[src/rtl/fu_opctl_pkg.sv]
package fu_opctl_pkg;

    // Life cycle of the one operation the unit can hold.
    typedef enum logic [1:0] {
        PH_IDLE = 2'd0,
        PH_READ = 2'd1,
        PH_EXEC = 2'd2,
        PH_HOLD = 2'd3
    } fu_phase_e;

    // Which combination the stub execution stage produces for a result.
    typedef enum logic {
        RES_SUM = 1'b0,
        RES_XOR = 1'b1
    } res_kind_e;

    function automatic res_kind_e kind_of(input int unsigned idx);
        return (idx % 2 == 0) ? RES_SUM : RES_XOR;
    endfunction

    // Next phase; cancellation overrides every other event.
    function automatic fu_phase_e phase_step(
        input fu_phase_e cur,
        input logic      kill,
        input logic      issue,
        input logic      reads_left,
        input logic      res_fire,
        input logic      last_write
    );
        fu_phase_e nxt;
        nxt = cur;
        if (kill) begin
            nxt = PH_IDLE;
        end else begin
            case (cur)
                PH_IDLE: if (issue)       nxt = PH_READ;
                PH_READ: if (!reads_left) nxt = PH_EXEC;
                PH_EXEC: if (res_fire)    nxt = PH_HOLD;
                PH_HOLD: if (last_write)  nxt = PH_IDLE;
                default:                  nxt = PH_IDLE;
            endcase
        end
        return nxt;
    endfunction

endpackage

[src/rtl/fu_src_slot.sv]
module fu_src_slot #(
    parameter int unsigned DW = 16
) (
    input  logic          clk,
    input  logic          rst,
    input  logic          kill,
    input  logic          take,
    input  logic          need_rd,
    input  logic [DW-1:0] imm,
    input  logic          go_rd,
    input  logic [DW-1:0] rd_data,
    output logic          req_q,
    output logic [DW-1:0] data_q
);

    always_ff @(posedge clk) begin
        if (rst) begin
            req_q  <= 1'b0;
            data_q <= '0;
        end else if (kill) begin
            req_q  <= 1'b0;
        end else if (take) begin
            req_q  <= need_rd;
            if (!need_rd) begin
                data_q <= imm;
            end
        end else if (req_q && go_rd) begin
            req_q  <= 1'b0;
            data_q <= rd_data;
        end
    end

    // a granted read retires its request on the same edge
    a_r3_req_clears: assert property (@(posedge clk) disable iff (rst)
        req_q && go_rd && !kill |=> !req_q);

    // a grant with no request pending leaves the operand alone
    a_r2_idle_grant_ignored: assert property (@(posedge clk) disable iff (rst)
        !req_q && !take |=> $stable(data_q));

endmodule

[src/rtl/fu_dst_slot.sv]
module fu_dst_slot #(
    parameter int unsigned DW = 16
) (
    input  logic          clk,
    input  logic          rst,
    input  logic          kill,
    input  logic          load,
    input  logic [DW-1:0] res_in,
    input  logic          shadow,
    input  logic          go_wr,
    output logic          wr_req,
    output logic [DW-1:0] data_q,
    output logic          pend_q
);

    // Shadow gating is combinational so a release shows in the same cycle.
    assign wr_req = pend_q && !shadow && !kill;

    always_ff @(posedge clk) begin
        if (rst) begin
            pend_q <= 1'b0;
            data_q <= '0;
        end else if (kill) begin
            pend_q <= 1'b0;
        end else if (load) begin
            pend_q <= 1'b1;
            data_q <= res_in;
        end else if (wr_req && go_wr) begin
            pend_q <= 1'b0;
        end
    end

    // an accepted grant retires exactly this result
    a_r6_grant_retires: assert property (@(posedge clk) disable iff (rst)
        wr_req && go_wr |=> !pend_q);

    // held data does not move while waiting for the port
    a_r6_data_held: assert property (@(posedge clk) disable iff (rst)
        pend_q && !load |=> $stable(data_q));

endmodule

[src/rtl/fu_exec_stub.sv]
module fu_exec_stub
    import fu_opctl_pkg::*;
#(
    parameter int unsigned NSRC = 3,
    parameter int unsigned NDST = 2,
    parameter int unsigned DW   = 16,
    parameter int unsigned LAT  = 4
) (
    input  logic                 clk,
    input  logic                 rst,
    input  logic                 kill,
    input  logic                 start,
    input  logic [NSRC*DW-1:0]   ops,
    output logic                 res_fire,
    output logic [NDST*DW-1:0]   res
);

    localparam int unsigned CW = $clog2(LAT + 1);

    logic [CW-1:0] cnt_q;
    logic [DW-1:0] sum_w;
    logic [DW-1:0] xor_w;

    always_ff @(posedge clk) begin
        if (rst || kill) begin
            cnt_q <= '0;
        end else if (start) begin
            cnt_q <= CW'(LAT);
        end else if (cnt_q != '0) begin
            cnt_q <= cnt_q - CW'(1);
        end
    end

    assign res_fire = (cnt_q == CW'(1)) && !kill;

    always_comb begin
        sum_w = '0;
        xor_w = '0;
        for (int i = 0; i < NSRC; i++) begin
            sum_w = sum_w + ops[i*DW +: DW];
            xor_w = xor_w ^ ops[i*DW +: DW];
        end
    end

    for (genvar j = 0; j < NDST; j++) begin : g_res
        localparam res_kind_e KIND = kind_of(j);
        if (KIND == RES_SUM) begin : g_sum
            assign res[j*DW +: DW] = sum_w;
        end else begin : g_xor
            assign res[j*DW +: DW] = xor_w;
        end
    end

    // no new count starts while one is running
    a_r4_no_restart: assert property (@(posedge clk) disable iff (rst)
        cnt_q != '0 |-> !start);

endmodule

[src/rtl/fu_opctl.sv]
module fu_opctl
    import fu_opctl_pkg::*;
#(
    parameter int unsigned NSRC = 3,
    parameter int unsigned NDST = 2,
    parameter int unsigned DW   = 16,
    parameter int unsigned LAT  = 4
) (
    input  logic                 clk,
    input  logic                 rst,
    input  logic                 issue_i,
    input  logic [NSRC-1:0]      src_valid_i,
    input  logic [NSRC*DW-1:0]   imm_i,
    output logic [NSRC-1:0]      rd_req_o,
    input  logic [NSRC-1:0]      go_rd_i,
    input  logic [NSRC*DW-1:0]   rd_data_i,
    input  logic                 shadow_i,
    input  logic                 go_die_i,
    output logic [NDST-1:0]      wr_req_o,
    input  logic [NDST-1:0]      go_wr_i,
    output logic [NDST*DW-1:0]   wr_data_o,
    output logic                 busy_o
);

    fu_phase_e            phase_q;
    logic                 take;
    logic                 reads_left;
    logic                 start;
    logic                 res_fire;
    logic                 load;
    logic                 last_write;
    logic [NSRC-1:0]      rd_req_q;
    logic [NSRC*DW-1:0]   ops;
    logic [NDST*DW-1:0]   res;
    logic [NDST-1:0]      pend_q;

    assign take       = issue_i && (phase_q == PH_IDLE) && !go_die_i;
    assign reads_left = |rd_req_q;
    assign start      = (phase_q == PH_READ) && !reads_left;
    assign load       = (phase_q == PH_EXEC) && res_fire;
    assign last_write = (phase_q == PH_HOLD) && ((pend_q & ~(wr_req_o & go_wr_i)) == '0);
    assign busy_o     = (phase_q != PH_IDLE);
    assign rd_req_o   = rd_req_q & ~{NSRC{go_die_i}};

    always_ff @(posedge clk) begin
        if (rst) begin
            phase_q <= PH_IDLE;
        end else begin
            phase_q <= phase_step(phase_q, go_die_i, issue_i, reads_left, res_fire, last_write);
        end
    end

    for (genvar i = 0; i < NSRC; i++) begin : g_src
        fu_src_slot #(.DW(DW)) u_src (
            .clk     (clk),
            .rst     (rst),
            .kill    (go_die_i),
            .take    (take),
            .need_rd (src_valid_i[i]),
            .imm     (imm_i[i*DW +: DW]),
            .go_rd   (go_rd_i[i]),
            .rd_data (rd_data_i[i*DW +: DW]),
            .req_q   (rd_req_q[i]),
            .data_q  (ops[i*DW +: DW])
        );
    end

    fu_exec_stub #(.NSRC(NSRC), .NDST(NDST), .DW(DW), .LAT(LAT)) u_exec (
        .clk      (clk),
        .rst      (rst),
        .kill     (go_die_i),
        .start    (start),
        .ops      (ops),
        .res_fire (res_fire),
        .res      (res)
    );

    for (genvar j = 0; j < NDST; j++) begin : g_dst
        fu_dst_slot #(.DW(DW)) u_dst (
            .clk    (clk),
            .rst    (rst),
            .kill   (go_die_i),
            .load   (load),
            .res_in (res[j*DW +: DW]),
            .shadow (shadow_i),
            .go_wr  (go_wr_i[j]),
            .wr_req (wr_req_o[j]),
            .data_q (wr_data_o[j*DW +: DW]),
            .pend_q (pend_q[j])
        );
    end

    // an issue to an idle unit makes it busy
    a_r1_issue_takes: assert property (@(posedge clk) disable iff (rst)
        issue_i && !busy_o && !go_die_i |=> busy_o);

    // cancellation leaves the unit idle
    a_r8_die_idles: assert property (@(posedge clk) disable iff (rst)
        go_die_i |=> !busy_o);

    // busy only drops through a cancel or an accepted write grant
    a_r7_busy_fall: assert property (@(posedge clk) disable iff (rst)
        $fell(busy_o) |-> $past(go_die_i) || $past(|(go_wr_i & wr_req_o)));

    // write requests only appear once a result is held
    a_r4_req_in_hold: assert property (@(posedge clk) disable iff (rst)
        |wr_req_o |-> phase_q == PH_HOLD);

    // no read requests remain once execution has begun
    a_r3_reads_done: assert property (@(posedge clk) disable iff (rst)
        phase_q == PH_EXEC |-> rd_req_q == '0);

endmodule

[config.mk]
export PLATFORM = sky130hd
export DESIGN_NAME = fu_opctl
export DESIGN_NICKNAME = d
export VERILOG_FILES = /design/src/rtl/fu_opctl_pkg.sv /design/src/rtl/fu_src_slot.sv /design/src/rtl/fu_dst_slot.sv /design/src/rtl/fu_exec_stub.sv /design/src/rtl/fu_opctl.sv
export SDC_FILE = /design/constraint.sdc
export NUM_CORES = 1
export LEC_CHECK = 0
export BUFFER_PORTS_ARGS = -buffer_cell sky130_fd_sc_hd__buf_2
export CAP_MARGIN = 10
export CORE_UTILIZATION = 55
export DETAILED_ROUTE_END_ITERATION = 10
export PLACE_DENSITY = 0.89
export SLEW_MARGIN = 10
export SYNTH_ARGS = -nofsm -noshare
export SYNTH_HDL_FRONTEND = slang
export SYNTH_HIERARCHICAL = 1
export SYNTH_SLANG_ARGS = --single-unit
[constraint.sdc]
create_clock -name clk -period 3.9 [get_ports clk]
set_input_delay 0 -clock clk [delete_from_list [all_inputs] [get_ports clk]]
set_output_delay 0 -clock clk [all_outputs]
set_load 0.005 [all_outputs]
==> results.json, run 1 <==
{
  "outcome": "complete, no violations",
  "die_area_um2": 11440,
  "path_class": "flip-flop to flip-flop",
  "ios": 147,
  "max_stage_delay_ps": 530,
  "grt_max_degree": 85,
  "wire_per_inst_um": 17.61,
  "cts_tree": "yes",
  "slew_violations": 0,
  "hold_class": "input pin to flip-flop",
  "async_flop_share": 0,
  "h-tree-depth": 3,
  "vias": 5563,
  "required_ps": 4200,
  "antenna_cells": 0,
  "post-place-cells": 892,
  "portBuffers": 146,
  "die_w_um": 106.9,
  "worstSkewPairLatency_ps": 370,
  "fin_crit_ps": 3094,
  "yosysSeqAreaShare": 0.2975,
  "ctsHoldBuffers": 14,
  "max_cap_viol_count": 0,
  "synth.largest_area_cell": "dfxtp_1",
  "path_cells": "inv_1 -> fa_1 -> inv_1 -> ha_1 -> fa_1 -> a21o_1 -> a221oi_4 -> o21a_4 -> nor4_2 -> a2111oi_2 -> nand4bb_1 -> o21ai_1",
  "clock_path_buffers": 2,
  "hold_violations": 0,
  "power.density_nw_per_um2": 288.8,
  "met1_usage": 0.3780,
  "dp.final_hpwl_um": 12130,
  "rsz0062_at_grt": "false",
  "cp-end-kind": "flip-flop",
  "finalInstanceArea_um2": 7088,
  "maxSlewHeadroom": 0.1961,
  "gr-usage-met2": 0.4977,
  "drtIter0Drc": 385,
  "ys_warn_count": 6,
  "ys_ff_latch": 90,
  "tns_ps": 0,
  "power_leakage_nw": 2.924,
  "max_freq_mhz": 323.2,
  "dieHeight_um": 106.9,
  "viasPerCell": 6.034,
  "rows": 37,
  "crit_slowest_cell": "fa_1",
  "p_total_w": 0.002047,
  "finClkSkew_ps": 10.48,
  "root_buffer": "clkbuf_8",
  "post-route-drc-count": 0,
  "area_growth_pct": 17.02,
  "grt_pass1_vias": 5442,
  "critical_path.max_fanout": 5,
  "synth_area_leaders": "dfxtp_1 (30%), a211oi_2 (6.2%), nand4bb_1 (5.9%)",
  "finalSetupViolCount": 0,
  "pre_cts_slack_ps": 850.6,
  "synth_area_um2": 6057,
  "synth_top_cell_area_share": 0.2975,
  "drt_wl_total_um": 16240,
  "final_cells": 922,
  "grt_pass1_wl_um": 26720,
  "use_met3": 0.05167,
  "synthFlopType": "dfxtp_1",
  "rr_worst_depth": 12,
  "worstMarginPinSlew_ps": 1204,
  "drive_above_1_share": 0.3193,
  "fin_nets": 927,
  "cts_buffers": 9,
  "drtPass1Iterations": 5,
  "period_share": 0.7933,
  "antenna_found_initial": 0,
  "cts_resized": 0,
  "worstPathArrival_ps": 3390,
  "yosys.cell_types.count": 63,
  "worst_ir_drop_vdd_uv": 162.0,
  "grt_busiest_layer": "met2",
  "postCtsSetupBuffers": 0,
  "critical_path.startpoint_type": "flip-flop",
  "core_region_area_um2": 10510,
  "syn_inst": 648,
  "syn_avg_cell_area_um2": 9.347,
  "syn_nets": 794,
  "postLayoutSetupSlackWorst_ps": 806.3,
  "cts.sinks": 90,
  "synth-edff-count": 0,
  "ant_nets": 0,
  "hold_depth": 3,
  "gp_congestion": 0.8706,
  "globalRouteOverflowTotal": 0,
  "initial_utilization": 0.5764,
  "placed_cell_area_um2": 6741,
  "clkSlewWorstSetupHoldPaths_ps": 100,
  "grt_usage": 0.2972
}
[layout by cell type (no fill, tap or decap), drive strengths merged, types with 4 or more instances in the layout]
master	count
buf	152
dfxtp	90
o21ai	85
a21oi	62
nor3	56
inv	50
a211oi	50
nand2b	36
nand4bb	32
ha	21
fa	16
dlygate4sd3	14
nor2	13
nand2	12
nor3b	10
clkbuf	9
xnor2	8
a21o	6
nor2b	5
nand3b	5
o211ai	4
[sequential cells by signal, summed over array words and instances (netlist names)]
| name | flops |
|---|---|
| g_src.u_src/data_q | 48 |
| g_src.u_src/req_q | 3 |
| g_dst.u_dst/pend_q | 2 |
| g_dst.u_dst/data_q | 32 |
| u_exec/cnt_q | 3 |
| phase_q | 2 |
[layer usage]
metal	routed length (um)	part of all wire	vias to the layer above
li1	-	-	2640
met1	6670	0.41	2620
met2	7931	0.49	256
met3	1121	0.069	47
met4	516	0.032	0
met5	0	0	-
[where the power goes]
part           total [W]  switching, W  internal [W]  leakage, nW
Clock           0.000673      0.000366      0.000308       0.0988
Combinational   0.000409      0.000230      0.000180         2.10
Sequential      0.000964     0.0000224      0.000942        0.729
[cells in the mapped netlist, types with 3 or more instances]
| master | instances |
|---|---|
| o21ai_1 | 15 |
| nand2b_1 | 33 |
| a211oi_1 | 20 |
| dfxtp_1 | 90 |
| inv_1 | 46 |
| o21ai_0 | 70 |
| nor2_1 | 11 |
| nor3b_1 | 7 |
| a211oi_2 | 30 |
| buf_2 | 10 |
| buf_12 | 3 |
| nor3b_4 | 3 |
| a21oi_1 | 62 |
| nor2b_1 | 5 |
| a21o_1 | 5 |
| nand3_1 | 3 |
| nand4bb_1 | 32 |
| nand2_1 | 12 |
| buf_6 | 10 |
| nor3_1 | 26 |
| o211ai_1 | 4 |
| buf_4 | 4 |
| nand2b_2 | 3 |
| buf_1 | 3 |
| nor4bb_1 | 3 |
| nor3_2 | 30 |
| ha_1 | 21 |
| clkbuf_1 | 14 |
| xnor2_1 | 8 |
| nand3b_1 | 5 |
| fa_1 | 16 |
| mux2i_1 | 3 |
[cells by family after synthesis]
family	count (synthesis)	synth area share
DFF	90	0.2975
buffers and inverters	90	0.08077
adders and majority gates	37	0.09626
AOI/OAI and AO/OA	228	0.2615
and+or+nand+nor	189	0.2396
muxes	3	0.004958
xor gates and xnor gates	11	0.01942
[through the flow]
step / hold slack (ps) / utilization
5_1_grt: 2.087 / 0.6745
3_3_place_gp: 230.3 / 0.6415
2_1_floorplan: 30.23 / -
4_1_cts: 1.096 / 0.6745
3_5_place_dp: 248.0 / 0.6415
6_report: 6.947 / 0.6745
[worst paths after layout]
path | endpoint | from | slack, ps
setup / recovery | g_dst[0].u_dst/data_q[15]$_SDFFE_PP0P_ | g_src[0].u_src/data_q[1]$_SDFFE_PP0P_ | 810
hold / removal | g_src[1].u_src/data_q[8]$_SDFFE_PP0P_ | rd_data_i[24] | 7
setup reg to reg | g_dst[0].u_dst/data_q[15]$_SDFFE_PP0P_ | g_src[0].u_src/data_q[1]$_SDFFE_PP0P_ | 810
hold reg to reg | g_dst[0].u_dst/data_q[5]$_SDFFE_PP0P_ | g_dst[0].u_dst/data_q[5]$_SDFFE_PP0P_ | 480
[critical path: cells and delay by family, from the launching register on]
| kind | cells | cell delay, ps |
|---|---|---|
| and+or+nand+nor | 2 | 180 |
| buffers and inverters | 2 | 120 |
| AOI/OAI and AO/OA | 5 | 1200 |
| DFF | 1 | 370 |
| adders and majority gates | 3 | 1160 |
[layout make-up]
cell class	count	area (um^2)
Sequential cell	90	1802
Multi-Input combinational cell	468	3816
Fill cell	811	3421
Tap cell	136	170.2
Timing Repair Buffer	166	920.9
Clock buffer	9	123.9
Inverter	46	172.7
Clock inverter	7	82.58
(Power assumes the default switching activity.)
==> inputs of run 2 (changes only) <==
--- a/config.mk
+++ b/config.mk
@@ -5,11 +5,12 @@
 export SDC_FILE = /design/constraint.sdc
 export NUM_CORES = 1
 export LEC_CHECK = 0
+export ABC_AREA = 1
 export BUFFER_PORTS_ARGS = -buffer_cell sky130_fd_sc_hd__buf_2
 export CAP_MARGIN = 10
-export CORE_UTILIZATION = 55
+export CORE_UTILIZATION = 54
 export DETAILED_ROUTE_END_ITERATION = 10
-export PLACE_DENSITY = 0.89
+export PLACE_DENSITY = 0.88
 export SLEW_MARGIN = 10
 export SYNTH_ARGS = -nofsm -noshare
 export SYNTH_HDL_FRONTEND = slang
==> constraint.sdc (replaced) <==
create_clock -name clk -period 3.15 [get_ports clk]
set_input_delay 0 -clock clk [delete_from_list [all_inputs] [get_ports clk]]
set_output_delay 0 -clock clk [all_outputs]
set_load 0.005 [all_outputs]
==> results.json, run 2 <==
{
  "outcome": "complete, no violations",
  "cp-end-kind": "flip-flop",
  "drt_wl_total_um": 18910,
  "ys_ff_latch": 90,
  "largest_reg_flops": 48,
  "drtPass1Iterations": 6,
  "max_stage_delay_ps": 550,
  "cts_tree": "yes",
  "syn_avg_cell_area_um2": 6.264,
  "synth_top_cell_area_share": 0.3099,
  "ant_nets": 0,
  "required_ps": 3410,
  "wire_per_inst_um": 14.64,
  "synth_common_cells": "nand2_1 (333), nor2_1 (187), inv_1 (129)",
  "globalRouteOverflowTotal": 0,
  "critPathBufInv": 5,
  "cts_buffers": 9,
  "dp.final_hpwl_um": 10860,
  "grt_max_degree": 52,
  "portBuffers": 146,
  "r2r-start": "phase_q[0]$_SDFFE_PP0P_",
  "largest-register": "g_src.u_src/data_q",
  "fin_nets": 1297,
  "drive_above_1_share": 0.1773,
  "critPathLaunch": "phase_q[0]$_SDFFE_PP0P_",
  "ys_warn_count": 6,
  "synth.area.mux_share": 0,
  "syn_nets": 1074,
  "async_flop_share": 0,
  "path_class": "flip-flop to flip-flop",
  "mostFrequentLayoutCells": "nand2_1 (333), nor2_1 (187), buf_2 (146), inv_1 (129), dlygate4sd3_1 (92)",
  "fill_cells": 762,
  "critical_path.max_fanout": 51,
  "worstSkewPairLatency_ps": 370,
  "final_common_cell": "nand2_1",
  "crit_slowest_cell": "dlygate4sd3_1",
  "rows": 37,
  "critical_path.startpoint_type": "flip-flop",
  "finalSetupViolCount": 0,
  "period_share": 0.9017,
  "fin_util": 0.7364,
  "ios": 147,
  "clock_path_buffers": 2,
  "post-route-drc-count": 0,
  "max_freq_mhz": 352.1,
  "multiInputGateArea_um2": 3251,
  "grt_pass1_wl_um": 30100,
  "pre_cts_slack_ps": 692.4,
  "synth_area_um2": 5813,
  "initial_utilization": 0.5606,
  "die_area_um2": 11180,
  "rsz0062_at_grt": "false",
  "synthFlopType": "dfxtp_1",
  "synth.largest_area_cell": "dfxtp_1",
  "clkSlewWorstSetupHoldPaths_ps": 90,
  "dieHeight_um": 105.8,
  "tns_ps": 0,
  "slew_violations": 0,
  "hold_class": "input pin to flip-flop",
  "regArea_um2": 1802,
  "worst_ir_drop_vdd_uv": 235.8,
  "synth_top_family_by_area": "simple AND/OR/NAND/NOR gates",
  "hold_violations": 0,
  "synth_area_leaders": "dfxtp_1 (31%), nand2_1 (22%), nor2_1 (12%)",
  "h-tree-depth": 3,
  "maxSlewHeadroom": 0.6131,
  "max_cap_viol_count": 0,
  "worstPathArrival_ps": 3100,
  "final_cells": 1292,
  "top_regs": "g_src.u_src/data_q: 48 flops, g_dst.u_dst/data_q: 32 flops",
  "hold_path_startpoint": "rd_data_i[4]",
  "area_growth_pct": 31.36,
  "antenna_cells": 0,
  "yosysMostFrequentCell": "nand2_1",
  "yosys.area_share.xor_xnor": 0.01055,
  "path_cells": "inv_1 -> ha_1 -> inv_1 -> nor3_2 -> buf_12 -> inv_4 -> nand2_1 -> nand2_1 -> dlygate4sd3_1 -> nor2_1 -> nor2_1",
  "yosysSeqAreaShare": 0.3099,
  "path_delay_family": "buffers and inverters",
  "antenna_found_initial": 0,
  "finClkSkew_ps": 10.15,
  "grt_pass1_vias": 6592,
  "synth-edff-count": 0,
  "power_leakage_nw": 4.398,
  "root_buffer": "clkbuf_8",
  "post-place-cells": 1184,
  "power.density_nw_per_um2": 363.4,
  "synth_fa_ha_area_frac": 0.1003,
  "vias": 6710,
  "syn_inst": 928,
  "grt_usage": 0.3427,
  "cts.sinks": 90,
  "drtIter0Drc": 540,
  "viasPerCell": 5.193,
  "yosys.cell_types.count": 32,
  "die_w_um": 105.8,
  "cts_resized": 0,
  "hold-worst-slack_ps": 12.40,
  "gp_congestion": 0.9044,
  "fin_crit_ps": 2840,
  "postLayoutSetupSlackWorst_ps": 309.5,
  "synth_compound_area_frac": 0.05811,
  "synthSimpleGateAreaFrac": 0.3894,
  "worstMarginPinSlew_ps": 580.4,
  "core_region_area_um2": 10370
}
run 2: changes by cell type after synthesis, sizes merged, moves of 15 or more:
cell	before	now
nand4bb	32	0
a21oi	62	22
nor3	56	3
nor2	13	192
inv	46	142
nand2	12	345
nand2b	36	0
o21ai	85	32
nand3	3	18
a211oi	50	2
run 2: worst paths after layout:
kind                            cells past startpoint  slack [ps]                                     to
worst min register to register                      2         510           u_exec/cnt_q[1]$_SDFFE_PP0P_
worst max-delay path                               11         310  g_src[1].u_src/data_q[9]$_SDFFE_PP0P_
worst max register to register                     11         310  g_src[1].u_src/data_q[9]$_SDFFE_PP0P_
worst min-delay path                                5          10  g_src[0].u_src/data_q[4]$_SDFFE_PP0P_
run 2: kinds of logic after synthesis:
logic type	after synthesis
adder cells (fa/ha/maj)	37
flip-flops	90
AO/OA/AOI/OAI	56
XOR/XNOR	7
AND/OR/NAND/NOR	568
buffers and inverters	170
run 2: tightest hold or removal path: stages:
cell and delay [ps]:
buf_2 70, nand2_1 40, nand2_1 90, nor2_1 60
nor2_1 80
run 2: metrics by stage:
stage          cell area (um^2)  power [W]
2_1_floorplan              5813   0.001645
3_3_place_gp               6521   0.001800
3_5_place_dp               6521   0.001811
4_1_cts                    7636   0.002712
5_1_grt                    7636   0.002894
6_report                   7636   0.002775
run 2: area by class of cell:
type | instances | share of cell area
multi-input combinational | 668 | 0.4257
sequential | 90 | 0.2359
timing repair buffer | 240 | 0.2199
inverter | 142 | 0.07078
tap | 136 | 0.02228
clock buffer | 10 | 0.01671
clock inverter | 6 | 0.008684
run 2: per-layer routing:
metal,GRT usage,wire length [um],up-vias
li1,-,-,3190
met1,0.3857,7237,3005
met2,0.5924,9066,398
met3,0.05257,1294,117
met4,0.2391,1315,0
met5,0,0,-
run 2: repair_timing:
item	CTS	global route
hold buffers	92	0
endpoints found under the hold margin	47	0
setup endpoints to repair	0	0
setup buffers	0	0
run 2: power breakdown:
group	internal, W	leakage (nW)	switching [W]
registers	0.00118	0.730	0.0000388
logic	0.000324	3.58	0.000426
clock network	0.000369	0.0889	0.000437
total	0.00187	4.40	0.000901
